File: src/rtl/ioport_pkg.sv
package ioport_pkg;
  localparam int PIN_COUNT = 4;
  localparam int ADDR_W    = 2;
  localparam int DATA_W    = 2 * PIN_COUNT;

  localparam logic [ADDR_W-1:0] ADDR_CFG = 2'd0;
  localparam logic [ADDR_W-1:0] ADDR_ODR = 2'd1;
  localparam logic [ADDR_W-1:0] ADDR_IPR = 2'd2;

  localparam logic [1:0] CODE_IN  = 2'b00;
  localparam logic [1:0] CODE_DAT = 2'b01;
  localparam logic [1:0] CODE_A   = 2'b10;
  localparam logic [1:0] CODE_B   = 2'b11;

  typedef struct packed {
    logic              wrCfg;
    logic              wrOdr;
    logic              rdIpr;
    logic [DATA_W-1:0] data;
  } ioStrobe_t;
endpackage

File: src/rtl/ioport_ctrl.sv
module ioport_ctrl
  import ioport_pkg::*;
(
  input  logic              regWr,
  input  logic              regRd,
  input  logic [ADDR_W-1:0] regAddr,
  input  logic [DATA_W-1:0] regWdata,
  input  logic [DATA_W-1:0] cfgReg,
  input  logic [DATA_W-1:0] odrReg,
  input  logic [DATA_W-1:0] iprVal,
  output ioStrobe_t         stb,
  output logic [DATA_W-1:0] regRdata
);
  always_comb begin
    stb.wrCfg = regWr && (regAddr == ADDR_CFG);
    stb.wrOdr = regWr && (regAddr == ADDR_ODR);
    stb.rdIpr = regRd && (regAddr == ADDR_IPR);
    stb.data  = regWdata;
  end

  always_comb begin
    regRdata = '0;
    if (regRd) begin
      case (regAddr)
        ADDR_CFG: regRdata = cfgReg;
        ADDR_ODR: regRdata = odrReg;
        ADDR_IPR: regRdata = iprVal;
        default:  regRdata = '0;
      endcase
    end
  end
endmodule

File: src/rtl/ioport_dp.sv
module ioport_dp
  import ioport_pkg::*;
#(
  parameter int SYNC_STAGES = 2
) (
  input  logic                 clk,
  input  logic                 rstN,
  input  ioStrobe_t            stb,
  input  logic                 txClk1x,
  input  logic                 txClk16x,
  input  logic                 rxClk1x,
  input  logic                 rxClk16x,
  input  logic                 rtsN,
  input  logic                 eotFlag,
  input  logic                 rtsMode,
  input  logic                 eotMode,
  input  logic [PIN_COUNT-1:0] pinIn,
  output logic [PIN_COUNT-1:0] pinOut,
  output logic [PIN_COUNT-1:0] pinOe,
  output logic                 irq,
  output logic [DATA_W-1:0]    cfgReg,
  output logic [DATA_W-1:0]    odrReg,
  output logic [DATA_W-1:0]    iprVal
);
  localparam int LAST = SYNC_STAGES - 1;

  logic [PIN_COUNT-1:0] syncQ [SYNC_STAGES];
  logic [PIN_COUNT-1:0] prevQ, flagQ, level, edgeHit, eligible, flagsOut, isIn;
  logic [1:0] code [PIN_COUNT];
  logic rtsOnPin1;

  always_ff @(posedge clk or negedge rstN) begin
    if (!rstN) begin
      cfgReg <= '0;
      odrReg <= '0;
    end else begin
      if (stb.wrCfg) cfgReg <= stb.data;
      if (stb.wrOdr) odrReg <= stb.data;
    end
  end

  always_ff @(posedge clk or negedge rstN) begin
    if (!rstN) begin
      for (int s = 0; s < SYNC_STAGES; s++) syncQ[s] <= '0;
      prevQ <= '0;
    end else begin
      syncQ[0] <= pinIn;
      for (int s = 1; s < SYNC_STAGES; s++) syncQ[s] <= syncQ[s-1];
      prevQ <= syncQ[LAST];
    end
  end

  genvar g;
  generate
    for (g = 0; g < PIN_COUNT; g++) begin : gCode
      assign code[g] = cfgReg[2*g+1:2*g];
    end
  endgenerate

  assign rtsOnPin1 = rtsMode && (code[2] != CODE_DAT);

  always_comb begin
    pinOut = '0;
    pinOe  = '0;
    case (code[0])
      CODE_DAT: begin pinOe[0] = 1'b1; pinOut[0] = ~odrReg[0]; end
      CODE_A:   begin pinOe[0] = 1'b1; pinOut[0] = txClk1x;    end
      CODE_B:   begin pinOe[0] = 1'b1; pinOut[0] = txClk16x;   end
      default: ;
    endcase
    case (code[1])
      CODE_DAT: begin pinOe[1] = 1'b1; pinOut[1] = rtsOnPin1 ? rtsN : ~odrReg[1]; end
      CODE_B:   begin pinOe[1] = 1'b1; pinOut[1] = rxClk1x; end
      default: ;
    endcase
    case (code[2])
      CODE_DAT: begin
        pinOe[2]  = 1'b1;
        pinOut[2] = rtsMode ? rtsN : (eotMode ? eotFlag : ~odrReg[2]);
      end
      CODE_A:   begin pinOe[2] = 1'b1; pinOut[2] = rxClk1x;  end
      CODE_B:   begin pinOe[2] = 1'b1; pinOut[2] = rxClk16x; end
      default: ;
    endcase
    case (code[3])
      CODE_DAT: begin pinOe[3] = 1'b1; pinOut[3] = ~odrReg[3]; end
      CODE_A:   begin pinOe[3] = 1'b1; pinOut[3] = txClk16x;   end
      CODE_B:   begin pinOe[3] = 1'b1; pinOut[3] = txClk1x;    end
      default: ;
    endcase
  end

  assign isIn     = ~pinOe;
  assign level    = syncQ[LAST];
  assign edgeHit  = level ^ prevQ;
  assign eligible = odrReg[DATA_W-1:PIN_COUNT] & isIn;

  always_ff @(posedge clk or negedge rstN) begin
    if (!rstN)          flagQ <= '0;
    else if (stb.rdIpr) flagQ <= edgeHit & eligible;
    else                flagQ <= (flagQ | edgeHit) & eligible;
  end

  assign flagsOut = flagQ & eligible;
  assign irq      = |flagsOut;
  assign iprVal   = {flagsOut, level};
endmodule

File: src/rtl/chanIoPort.sv
module chanIoPort
  import ioport_pkg::*;
(
  input  logic        clk,
  input  logic        rstN,
  input  logic        regWr,
  input  logic        regRd,
  input  logic [1:0]  regAddr,
  input  logic [7:0]  regWdata,
  output logic [7:0]  regRdata,
  input  logic        txClk1x,
  input  logic        txClk16x,
  input  logic        rxClk1x,
  input  logic        rxClk16x,
  input  logic        rtsN,
  input  logic        eotFlag,
  input  logic        rtsMode,
  input  logic        eotMode,
  input  logic [3:0]  pinIn,
  output logic [3:0]  pinOut,
  output logic [3:0]  pinOe,
  output logic        irq
);
  ioStrobe_t         stb;
  logic [DATA_W-1:0] cfgReg, odrReg, iprVal;

  ioport_ctrl uCtrl (
    .regWr(regWr), .regRd(regRd), .regAddr(regAddr), .regWdata(regWdata),
    .cfgReg(cfgReg), .odrReg(odrReg), .iprVal(iprVal),
    .stb(stb), .regRdata(regRdata)
  );

  ioport_dp #(.SYNC_STAGES(2)) uDp (
    .clk(clk), .rstN(rstN), .stb(stb),
    .txClk1x(txClk1x), .txClk16x(txClk16x), .rxClk1x(rxClk1x), .rxClk16x(rxClk16x),
    .rtsN(rtsN), .eotFlag(eotFlag), .rtsMode(rtsMode), .eotMode(eotMode),
    .pinIn(pinIn), .pinOut(pinOut), .pinOe(pinOe), .irq(irq),
    .cfgReg(cfgReg), .odrReg(odrReg), .iprVal(iprVal)
  );
endmodule

File: config.mk
export PLATFORM = sky130hd
export DESIGN_NAME = chanIoPort
export DESIGN_NICKNAME = d
export VERILOG_FILES = /design/src/rtl/ioport_pkg.sv /design/src/rtl/ioport_ctrl.sv /design/src/rtl/ioport_dp.sv /design/src/rtl/chanIoPort.sv
export SDC_FILE = /design/constraint.sdc
export NUM_CORES = 1
export LEC_CHECK = 0
export BUFFER_PORTS_ARGS = -buffer_cell sky130_fd_sc_hd__buf_2
export CAP_MARGIN = 20
export CORE_ASPECT_RATIO = 1.1
export CORE_MARGIN = 5
export CORE_UTILIZATION = 50
export CTS_CLUSTER_SIZE = 8
export DETAILED_ROUTE_END_ITERATION = 10
export GPL_TIMING_DRIVEN = 1
export PLACE_DENSITY_LB_ADDON = 0.2
export SLEW_MARGIN = 25
export SYNTH_ARGS = -nofsm -noshare
export SYNTH_HDL_FRONTEND = slang
export SYNTH_SLANG_ARGS = --single-unit
File: constraint.sdc
create_clock -name clk -period 1.35 [get_ports clk]
set_input_delay 0.0675 -clock clk [delete_from_list [all_inputs] [get_ports clk]]
set_output_delay 0.0675 -clock clk [all_outputs]
set_load 0.01 [all_outputs]
; ---- Word-level counts from Yosys, hierarchy flattened
; Index checks and enable logic that the tools add are counted.
[word_totals]
reg_bits = 32
in_bits = 26
output_inout_bits = 17
elab_cells = 55
[classes]
n_eq_ne = 14
muxes = 14
n_bitwise = 11
reduce_logical = 10
[ops]
columns = cell, n
row1 = 8-bit one-hot mux with 3 select lines, 1
row2 = 4-bit bitwise AND, 4
row3 = 2-bit equality test (second input constant), 8
row4 = 2-bit by 1-bit equality test with 1-bit output (second input constant), 5
row5 = 1-bit one-hot mux with 3 select lines, 3
row6 = 3-bit OR reduction, 3
row7 = 8-bit 2-to-1 mux, 1
row8 = 1-bit 2-to-1 mux, 7
row9 = 1-bit logical AND, 4
row10 = 4-bit 2-to-1 mux, 1
row11 = 1-bit inverter, 4
row12 = 4-bit inverter, 1
row13 = 4-bit bitwise OR, 1
row14 = 4-bit OR reduction, 1
row15 = 4-bit XOR, 1
row16 = 2-bit logical NOT, 1
row17 = 2-bit by 1-bit != test with 1-bit output (second input constant), 1
row18 = 1-bit one-hot mux with 2 select lines, 1
row19 = 2-bit OR reduction, 1

; ---- Longest topological paths before layout
; Gate-level depths: netlist of run 1.
[depth]
ltp_word = 8
mapped_depth = 4
mapped_depth_nobuf = 3

; ---- By module
; A second synthesis of run 1 with hierarchy kept.
[unflattened]
cells_unflattened = 155
hier_area_um2 = 1669.1
[modules_own_cells]
columns = module, instances, cells_each, area_each_um2, seq_area_each_um2
row1 = ioport_dp, 1, 107, 1322.5, 800.8
row2 = ioport_ctrl, 1, 48, 346.6, 0.0

; ---- Least setup slack after synthesis of run 1
; Ideal clock, no wire load.
[synth_timing]
path_type = register to output
start = register uDp.cfgReg[5]
end = output pinOut[2]
arrival_ps = 1123
required_time_ps = 1283
slack_ps = 160
stages_incl_launch_ff = 3
n_path_buf = 0
path_cell_list = dfrtp_1 nand2b_1 o311ai_0
[synth_between]
elab_chain_len = 2
word_cells_on_any_way = 4
cone_classes = eq/ne (3) / mux (1)
[synth_rtl]
columns = item, line_no
row1 = from (decl), ioport_dp.sv:21  ; output logic [DATA_W-1:0] cfgReg,
row2 = from (signal assigned), ioport_dp.sv:37  ; if (stb.wrCfg) cfgReg <= stb.data;
row3 = 2-bit equality test / 2-bit by 1-bit equality test with 1-bit output (equally long branches), ioport_dp.sv:76  ; case (code[2])
row4 = 1-bit one-hot mux with 3 select lines (*), ioport_dp.sv:76
row5 = to (decl), chanIoPort.sv:20  ; output logic [3:0] pinOut,
; Every way passes the cells marked *; elsewhere a longest branch is shown, timed or not.

; ---- Worst setup path after layout of run 1
[layout_timing]
start = register uDp.cfgReg[5]
end = output regRdata[5]
[layout_between]
elab_chain_len = 2
[layout_rtl]
columns = item, line_no
row1 = 8-bit one-hot mux with 3 select lines, ioport_ctrl.sv:24  ; case (regAddr)
row2 = 8-bit 2-to-1 mux, ioport_ctrl.sv:23  ; if (regRd) begin
row3 = to (decl), chanIoPort.sv:10  ; output logic [7:0] regRdata,
; No other way between the ends.

==> results of run 1 <==
metal layers:
metal | vias up | global-route usage [%] | wire length [um]
li1 | 620 | - | -
met1 | 624 | 21.48 | 1556
met2 | 36 | 34.46 | 1890
met3 | 7 | 5.990 | 198
met4 | 0 | 7.162 | 60
met5 | - | 0 | 0
flip-flops by register name, summed over array words and instances (netlist names):
name	cells
uDp.level	4
uDp.cfgReg	8
uDp.odrReg	8
uDp.flagQ	4
uDp.syncQ	4
uDp.prevQ	4
power by group:
group / total [mW] / leakage [nW] / internal [mW] / switching, mW
clock: 0.573 / 0.0315 / 0.255 / 0.318
combinational: 0.690 / 0.570 / 0.386 / 0.304
sequential: 1.23 / 0.379 / 1.09 / 0.149
total: 2.50 / 0.980 / 1.73 / 0.772
per-stage QoR:
| stage | setup slack (ns) | hold WS (ns) |
|---|---|---|
| 6_report | -0.1977 | 0.2657 |
| 5_1_grt | -0.2545 | 0.2593 |
| 4_1_cts | -0.2023 | 0.2449 |
| 3_5_place_dp | 0.04938 | 0.1100 |
| 3_3_place_gp | 0.1396 | 0.1013 |
| 2_1_floorplan | 0.1596 | -0.2281 |
final cells by class:
type | count | area [sq um] | share of cell area, %
inverter | 4 | 15.01 | 0.7022
sequential | 32 | 807.0 | 37.74
clock buffer | 7 | 55.05 | 2.575
clock inverter | 1 | 7.507 | 0.3511
timing repair buffer | 67 | 441.7 | 20.66
multi-input combinational | 92 | 769.5 | 35.99
tap | 34 | 42.54 | 1.989
timing repair:
action / 4_1_cts / 5_1_grt
hold endpoints to repair: 52 / 0
setup endpoints to repair: 12 / 14
gates resized for setup: 29 / 8
pin swaps: 9 / 6
setup buffers: 5 / 2
hold buffers: 13 / 0
worst register-to-register path: cells and delay by family (launching register included):
family / cells / cell delay [ns]
buffers and inverters: 1 / 0.16
flip-flops: 1 / 0.43
multiplexers: 1 / 0.25
worst min path at each step:
stage | from | end | slack, ns | cells past startpoint
after floorplan | rstN | uDp.cfgReg[0] | -0.23 | 0
after global placement | rstN | uDp.syncQ[4] | 0.10 | 2
after detailed placement | rstN | uDp.syncQ[4] | 0.11 | 2
after CTS | regWr | uDp.odrReg[0] | 0.24 | 3
after global routing | regWr | uDp.odrReg[0] | 0.26 | 3
final | rstN | uDp.syncQ[5] | 0.27 | 3
cell usage in the layout (no fill, tap or decap), types with 2 or more instances in the layout:
master	synthesis	layout
buf_4	2	9
buf_2	1	42
dfrtp_2	0	5
buf_6	0	3
nor2_4	0	3
clkbuf_4	0	5
nor3b_1	3	2
o2bb2ai_1	3	3
dfrtp_1	32	27
nand2_1	8	7
o21a_1	2	2
dlygate4sd3_1	0	13
nand2b_4	0	2
o21ai_1	0	3
nor4bb_1	3	3
o21ai_2	0	2
nand2_2	1	2
and2_1	3	3
nor3b_2	1	2
inv_1	4	4
nand3_1	6	3
nor2_1	7	4
mux2_2	16	15
nand2b_1	4	2
xor2_1	4	4
nor2b_1	2	2
a31oi_1	3	3
nand3b_1	4	4
nand4_1	2	2
a21oi_1	5	5
nand3_2	0	3
mux2i_1	4	4
logic make-up (layout without fill, tap and decap cells):
kind of cell / count (synthesis) / in the layout / share of synthesized area, %
buf+inv: 9 / 79 / 2.819
mux: 20 / 20 / 14.59
compound gates: 23 / 23 / 9.785
xor+xnor: 4 / 4 / 2.321
simple gates: 45 / 45 / 17.41
flops: 32 / 32 / 53.07
==> results.txt, run 1 <==
Largest net degree at the start of global routing - 33
GRT Util Overall - 19.17%
Via-to-Cell Ratio - 5.430
Pre-antenna DRT Iters - 4
Final setup vio count - 11
CTS clk-pin slew, worst paths - 0.10 ns
R2R setup slack - 0.40 ns
P_leak - 0.9797 nW
Buffers on Ports - 42
Post-Route Skew - 0.003797 ns
CTS tree - yes
Delay of the slowest critical-path stage - 0.41 ns
Total nets after synthesis - 159
# diodes - 0
Synthesized cell area - 0.001509 sq mm
Clk buf depth - 2
Syn_area_per_cell - 11.35 sq um
Placed inst area - 0.001772 sq mm
Final core utilization - 72.02%
Die Y - 67.62 um
Initial antenna violation count - 0
Post-synth EDFFs - 0
Slew @ Worst Pin - 0.4027 ns
Most used DFF post-synth - dfrtp_1
Final Power - 2.498 mW
Max Slew Vio Count - 0
Setup tns final - -1.098 ns
Vias in the first global route - 1355
Routed len/inst - 15.63 um
Routability cong. - 0.8298
Final nets - 228
Biggest area consumer among synthesized cells - dfrtp_1
Root buffer cell - clkbuf_4
WL final - 3.705 mm
Post-synthesis async set-or-reset flop share - 100.0%
Final cycle utilization of the critical path - 114.6%
Peak VDD IR - 950.9 uV
Worst R2R Path Depth - 2
Core area - 0.002969 sq mm
Synth top area share - 53.07%
Antenna Nets Post-Route - 0
Crit path time final - 1.548 ns
Synth cell count leaders - dfrtp_1 (32), mux2_2 (16), nand2_1 (8), nor2_1 (7)
Setup ws final - -0.1977 ns
Gr ovfl total - 0
Rows - 21
CP required - 1.28 ns
WP data arrival - 1.48 ns
Via count - 1287
Rel. slew slack - 73.16%
Synthesis-stage register bit count - 32
CP Cell Sequence - buf_6 -> nor3b_1 -> a21o_1 -> o21a_1 -> buf_2
Failing checks - setup timing
Placed cells - 209
Initial Utilization - 50.82%
First-pass GRT wire length - 6.216 mm
CP delay by family, top - flip-flops
Max_cap viols - 0
H-tree levels - 2
Post-DP HPWL - 2.579 mm
Maximum fanout along the worst path - 5
Crit start category - register
Fillers - 227
Fmax achieved - 646.1 MHz
CP Capture Point - regRdata[5]
Run status - finished, violations left
Die X-Extent - 62.38 um
Final Hold Fails - 0
# DRC - 0
CP startpoint - uDp.cfgReg[5]
RSZ-0062 raised after global routing - yes
Initial DRC count - 34
TritonCTS Buffers - 5
CTS sink count - 32
Ys Warns - 0
R2R Path Start - uDp.cfgReg[0]
Reg-to-Reg End - uDp.cfgReg[0]
Number of buffer and inverter stages on the critical path - 2
Worst skew pair latency - 0.33 ns
Worst path slowest cell - dfrtp_1
Dominant cells by area after synthesis - dfrtp_1 (53%), mux2_2 (12%), mux2i_1 (2.7%)
P per Cell Area - 1168 mW/mm^2
Sequential area share after synthesis - 53.07%
Synth unique cells - 30
Worst setup path class - register to output pin
Stages on worst setup path - 5
Layout cells sized above 1 - 49.26%
Crit end category - output pin
Final Non-Filler Cells - 237
Full die area - 0.004218 sq mm
IO Pins - 43
Final instance area - 0.002138 sq mm
Synthesized instance count - 133
Layout area overhead - 41.71%
Tightest Hold Check Type - primary input to async pin
Cell with the most instances after synthesis - dfrtp_1
Power figures use the tool's default switching activity.
==> inputs of run 2 (changes only) <==
--- a/config.mk
+++ b/config.mk
@@ -15,4 +15,5 @@
 export GPL_TIMING_DRIVEN = 1
 export PLACE_DENSITY_LB_ADDON = 0.2
+export RECOVER_POWER = 50
 export SLEW_MARGIN = 25
 export SYNTH_ARGS = -nofsm -noshare
==> constraint.sdc (replaced) <==
create_clock -name clk -period 1.35 [get_ports clk]
set_input_delay 0.2025 -clock clk [delete_from_list [all_inputs] [get_ports clk]]
set_output_delay 0.2025 -clock clk [all_outputs]
set_load 0.01 [all_outputs]
==> results.txt, run 2 (same netlist as run 1, synthesis figures left out) <==
Core area - 0.002969 sq mm
Met2 usage - 33.55%
RSZ-0062 raised after global routing - yes
Gr busiest metal - met2
IO Pins - 43
Final Non-Filler Cells - 244
Die Y - 67.62 um
WP data arrival - 1.45 ns
Initial DRC count - 41
Clk buf depth - 2
Layout cells sized above 1 - 55.71%
Portion of total power attributed to the clock network - 21.5%
Routability cong. - 0.7713
Vias in the first global route - 1288
Worst R2R Path Depth - 4
Tightest Hold Check Type - primary input to register
WL final - 3.846 mm
Most common cell after layout, fill and taps aside - buf_2
CP required - 1.15 ns
CTS sink count - 32
Final setup vio count - 15
Pre-antenna DRT Iters - 4
Routed len/inst - 15.76 um
First-pass GRT wire length - 5.975 mm
Setup ws final - -0.3011 ns
Worst path slowest cell - dfrtp_1
H-tree levels - 2
Run status - finished, violations left
Maximum fanout along the worst path - 5
Post-DP HPWL - 2.738 mm
Placed cells - 221
Peak VDD IR - 1043 uV
Final Hold Fails - 0
Fmax achieved - 605.7 MHz
Number of buffer and inverter stages on the critical path - 2
CTS clk-pin slew, worst paths - 0.09 ns
Stages on worst setup path - 5
Fin Hold WS - 0.1138 ns
# DRC - 0
Worst skew pair latency - 0.32 ns
Setup tns final - -2.836 ns
Slew @ Worst Pin - 0.8527 ns
Failing checks - setup timing
Final cycle utilization of the critical path - 122.3%
Worst setup path class - register to output pin
Rel. slew slack - 43.15%
# diodes - 0
GRT met1 Usage - 19.92%
Most frequent cells in the layout - buf_2 (38), dfrtp_1 (26), buf_4 (19)
CP delay by family, top - flip-flops
Full die area - 0.004218 sq mm
Gr ovfl total - 0
Initial antenna violation count - 0
Crit start category - register
Buffers on Ports - 42
Top Registers - uDp.cfgReg x8, uDp.odrReg x8
Placed inst area - 0.001874 sq mm
Die X-Extent - 62.38 um
Final nets - 235
Max_cap viols - 0
TritonCTS Buffers - 5
Root buffer cell - clkbuf_4
Internal power - 1.811 mW
Combinational power share - 30.7%
Antenna Nets Post-Route - 0
Met3 usage - 5.990%
Worst hold stages - 3
Rows - 21
P per Cell Area - 1178 mW/mm^2
Delay of the slowest critical-path stage - 0.41 ns
P_leak - 1.027 nW
Via count - 1316
GRT Util Overall - 18.53%
Crit path time final - 1.651 ns
Crit end category - output pin
Final instance area - 0.002201 sq mm
Initial Utilization - 50.82%
Post-Route Skew - 0.005226 ns
CTS tree - yes
Flop pwr share - 47.8%
Largest net degree at the start of global routing - 18
Layout area overhead - 45.85%
Via-to-Cell Ratio - 5.393
Max Slew Vio Count - 0
CP Cell Sequence - buf_6 -> nor3b_1 -> a21o_1 -> o21a_1 -> buf_2
Sw Share - 30.14%
P_sw - 0.7812 mW
==> run 2: path summary, 6_finish.rpt <==
path,from,endpoint,slack (ns)
min,regWdata[2],uDp.cfgReg[2],0.11
max,uDp.cfgReg[5],regRdata[5],-0.30
max reg2reg,uDp.cfgReg[2],uDp.flagQ[1],0.30
max in group asynchronous,rstN,uDp.cfgReg[0],0.12
min reg2reg,uDp.syncQ[5],uDp.level[1],0.35
min in group asynchronous,rstN,uDp.level[1],0.49
==> run 2: repair_timing <==
item,in CTS,in global routing
buffers inserted,3,9
hold endpoints to repair,19,0
gates resized for setup,32,15
hold buffers,5,0
pin swaps,10,7
endpoints found under the setup margin,16,16
==> run 2: metal layers <==
metal / up-vias / share of wire (%)
met5: - / 0
met4: 0 / 2.8
met3: 12 / 6.8
met2: 44 / 50
met1: 636 / 41
li1: 624 / -
==> run 2: power groups by stage <==
stage | logic, mW | registers, mW | clock network [mW]
6_report | 0.795 | 1.24 | 0.557
3_5_place_dp | 0.584 | 1.22 | 0
5_1_grt | 0.861 | 1.26 | 0.626
2_1_floorplan | 0.322 | 1.18 | 0
3_3_place_gp | 0.566 | 1.21 | 0
4_1_cts | 0.698 | 1.23 | 0.574
==> run 2: layout make-up <==
type                    instances  area, sq um
clock buffers                   8        58.81
inverters                       4        15.01
well taps                      34        42.54
multi-input cells              92        765.7
repair buffers                 74        510.5
flip-flops and latches         32        808.3
fillers                       222        768.2
==> run 2: worst register-to-register path: stages, from the launching register on <==
cell,delay [ns]
dfrtp_1,0.44
buf_6,0.14
buf_4,0.12
buf_4,0.12
nor3b_1,0.17
==> run 2: through the flow <==
| stage | setup slack, ns | total power, mW | util, % |
|---|---|---|---|
| floorplan | 0.02456 | 1.505 | - |
| global placement | 0.01192 | 1.777 | 63.13 |
| detailed placement | -0.04239 | 1.803 | 63.13 |
| CTS | -0.3064 | 2.505 | 70.75 |
| global route | -0.3911 | 2.746 | 74.13 |
| finish | -0.3011 | 2.592 | 74.13 |
==> inputs of run 3 (changes only) <==
CTS_BUF_LIST = sky130_fd_sc_hd__clkbuf_8   (was not set)
TNS_END_PERCENT = 5   (was not set)
clock period = 2.1 ns   (was 1.35 ns; I/O delays follow)
==> results.txt, run 3 (same netlist as run 1, synthesis figures left out) <==
Run status - finished, violations left
Failing checks - capacitance limit, slew limit
Via count - 1160
GRT Util Overall - 17.92%
First-pass GRT wire length - 5.768 mm
# diodes - 0
Die X-Extent - 62.38 um
Fillers - 242
Top Registers - uDp.cfgReg x8, uDp.odrReg x8
P per Cell Area - 929.4 mW/mm^2
Full die area - 0.004218 sq mm
Setup ws final - 0.1913 ns
Final core utilization - 63.08%
Final Hold Fails - 0
Via-to-Cell Ratio - 5.446
Vias in the first global route - 1167
Final setup vio count - 0
IO Pins - 43
Portion of total power attributed to the clock network - 36.8%
Area of the multi-input gates - 671.9 sq um
Buffers on Ports - 42
Initial antenna violation count - 0
Core area - 0.002969 sq mm
Flop pwr share - 45.0%
Worst path slowest cell - dfrtp_1
P_leak - 0.8752 nW
Max Slew Vio Count - 33
CP Cell Sequence - nand2b_1 -> a2111oi_2 -> nand3b_1 -> buf_2
# DRC - 0
Sw Share - 26.69%
Layout area overhead - 24.13%
Die Y - 67.62 um
CP delay by family, top - flip-flops
Post-CTS setup buffers - 0
CTS sink count - 32
Number of buffer and inverter stages on the critical path - 1
Layout cells sized above 1 - 39.11%
Gr ovfl total - 0
Register Area - 800.8 sq um
WP data arrival - 1.59 ns
Worst skew pair latency - 0.28 ns
Placed inst area - 0.001742 sq mm
Antenna Nets Post-Route - 0
Rel. slew slack - -12.08%
Rows - 21
Max_cap viols - 1
Routability cong. - 0.8235
Post-DP HPWL - 2.599 mm
Combinational power share - 18.2%
Initial DRC count - 52
Clk buf depth - 2
WL final - 3.460 mm
Initial Utilization - 50.82%
Post-Route Skew - 0.001265 ns
Final nets - 204
Post-Place Setup Slack - 0.2265 ns
Pre-antenna DRT Iters - 4
Largest net degree at the start of global routing - 33
CP required - 1.78 ns
Root buffer cell - clkbuf_8
Internal power - 1.276 mW
Crit start category - register
CTS tree - yes
Final cycle utilization of the critical path - 90.89%
Worst setup path class - register to output pin
Setup tns final - 0 ns
Maximum fanout along the worst path - 6
Most common cell after layout, fill and taps aside - buf_2
Peak VDD IR - 658.7 uV
Slew @ Worst Pin - 1.681 ns
Crit end category - output pin
P_sw - 0.4646 mW
RSZ-0062 raised after global routing - no
Crit path time final - 1.909 ns
Most frequent cells in the layout - buf_2 (41), dfrtp_1 (32), mux2_2 (16)
TritonCTS Buffers - 5
H-tree levels - 2
Fmax achieved - 523.9 MHz
Tightest Hold Check Type - primary input to register
Final instance area - 0.001873 sq mm
Routed len/inst - 16.24 um
Delay of the slowest critical-path stage - 0.43 ns
CTS clk-pin slew, worst paths - 0.07 ns
==> run 3: timing repair <==
action | in CTS | in global routing
hold buffers | 0 | 0
resized for setup | 0 | 2
endpoints found under the setup margin | 0 | 1
==> run 3: cell type report <==
class                   count  area share (%)
inverters                   4          0.8016
repair buffers             43           11.56
multi-input cells          92           35.87
well taps                  34           2.271
flip-flops and latches     32           42.75
clock inverters             1           1.603
clock buffers               7           5.144
==> run 3: per-layer routing <==
metal  up-vias  track usage, %  share of wire (%)
met4         0           5.570                1.2
met5         -               0                  0
met2        42           29.53                 49
li1        557               -                  -
met1       555           22.02                 42
met3         6           6.656                7.6
==> run 3: per-stage QoR <==
stage,power [mW],instances,hold slack [ns]
global placement,1.092,205,0.3313
floorplan,0.9673,133,0.01941
global route,1.834,213,0.1183
finish,1.741,213,0.1347
detailed placement,1.108,205,0.3378
CTS,1.754,213,0.1050
==> run 3: power by group through the flow <==
| stage | Clock, mW | Sequential (mW) | Combinational, mW |
|---|---|---|---|
| after floorplan | 0 | 0.760 | 0.207 |
| after global placement | 0 | 0.787 | 0.305 |
| after CTS | 0.655 | 0.781 | 0.318 |
| after detailed placement | 0 | 0.791 | 0.317 |
| final | 0.641 | 0.783 | 0.317 |
| after global routing | 0.684 | 0.797 | 0.353 |
==> run 3: worst paths after layout <==
kind	slack, ns	cells past startpoint	from	to
min in group asynchronous	0.46	1	rstN	uDp.syncQ[4]
hold / removal	0.13	1	pinIn[1]	uDp.syncQ[5]
setup reg to reg	1.19	3	uDp.level[1]	uDp.flagQ[1]
hold reg to reg	0.35	0	uDp.syncQ[5]	uDp.level[1]
setup / recovery	0.19	4	uDp.cfgReg[5]	pinOut[1]
max in group asynchronous	0.67	1	rstN	uDp.odrReg[3]
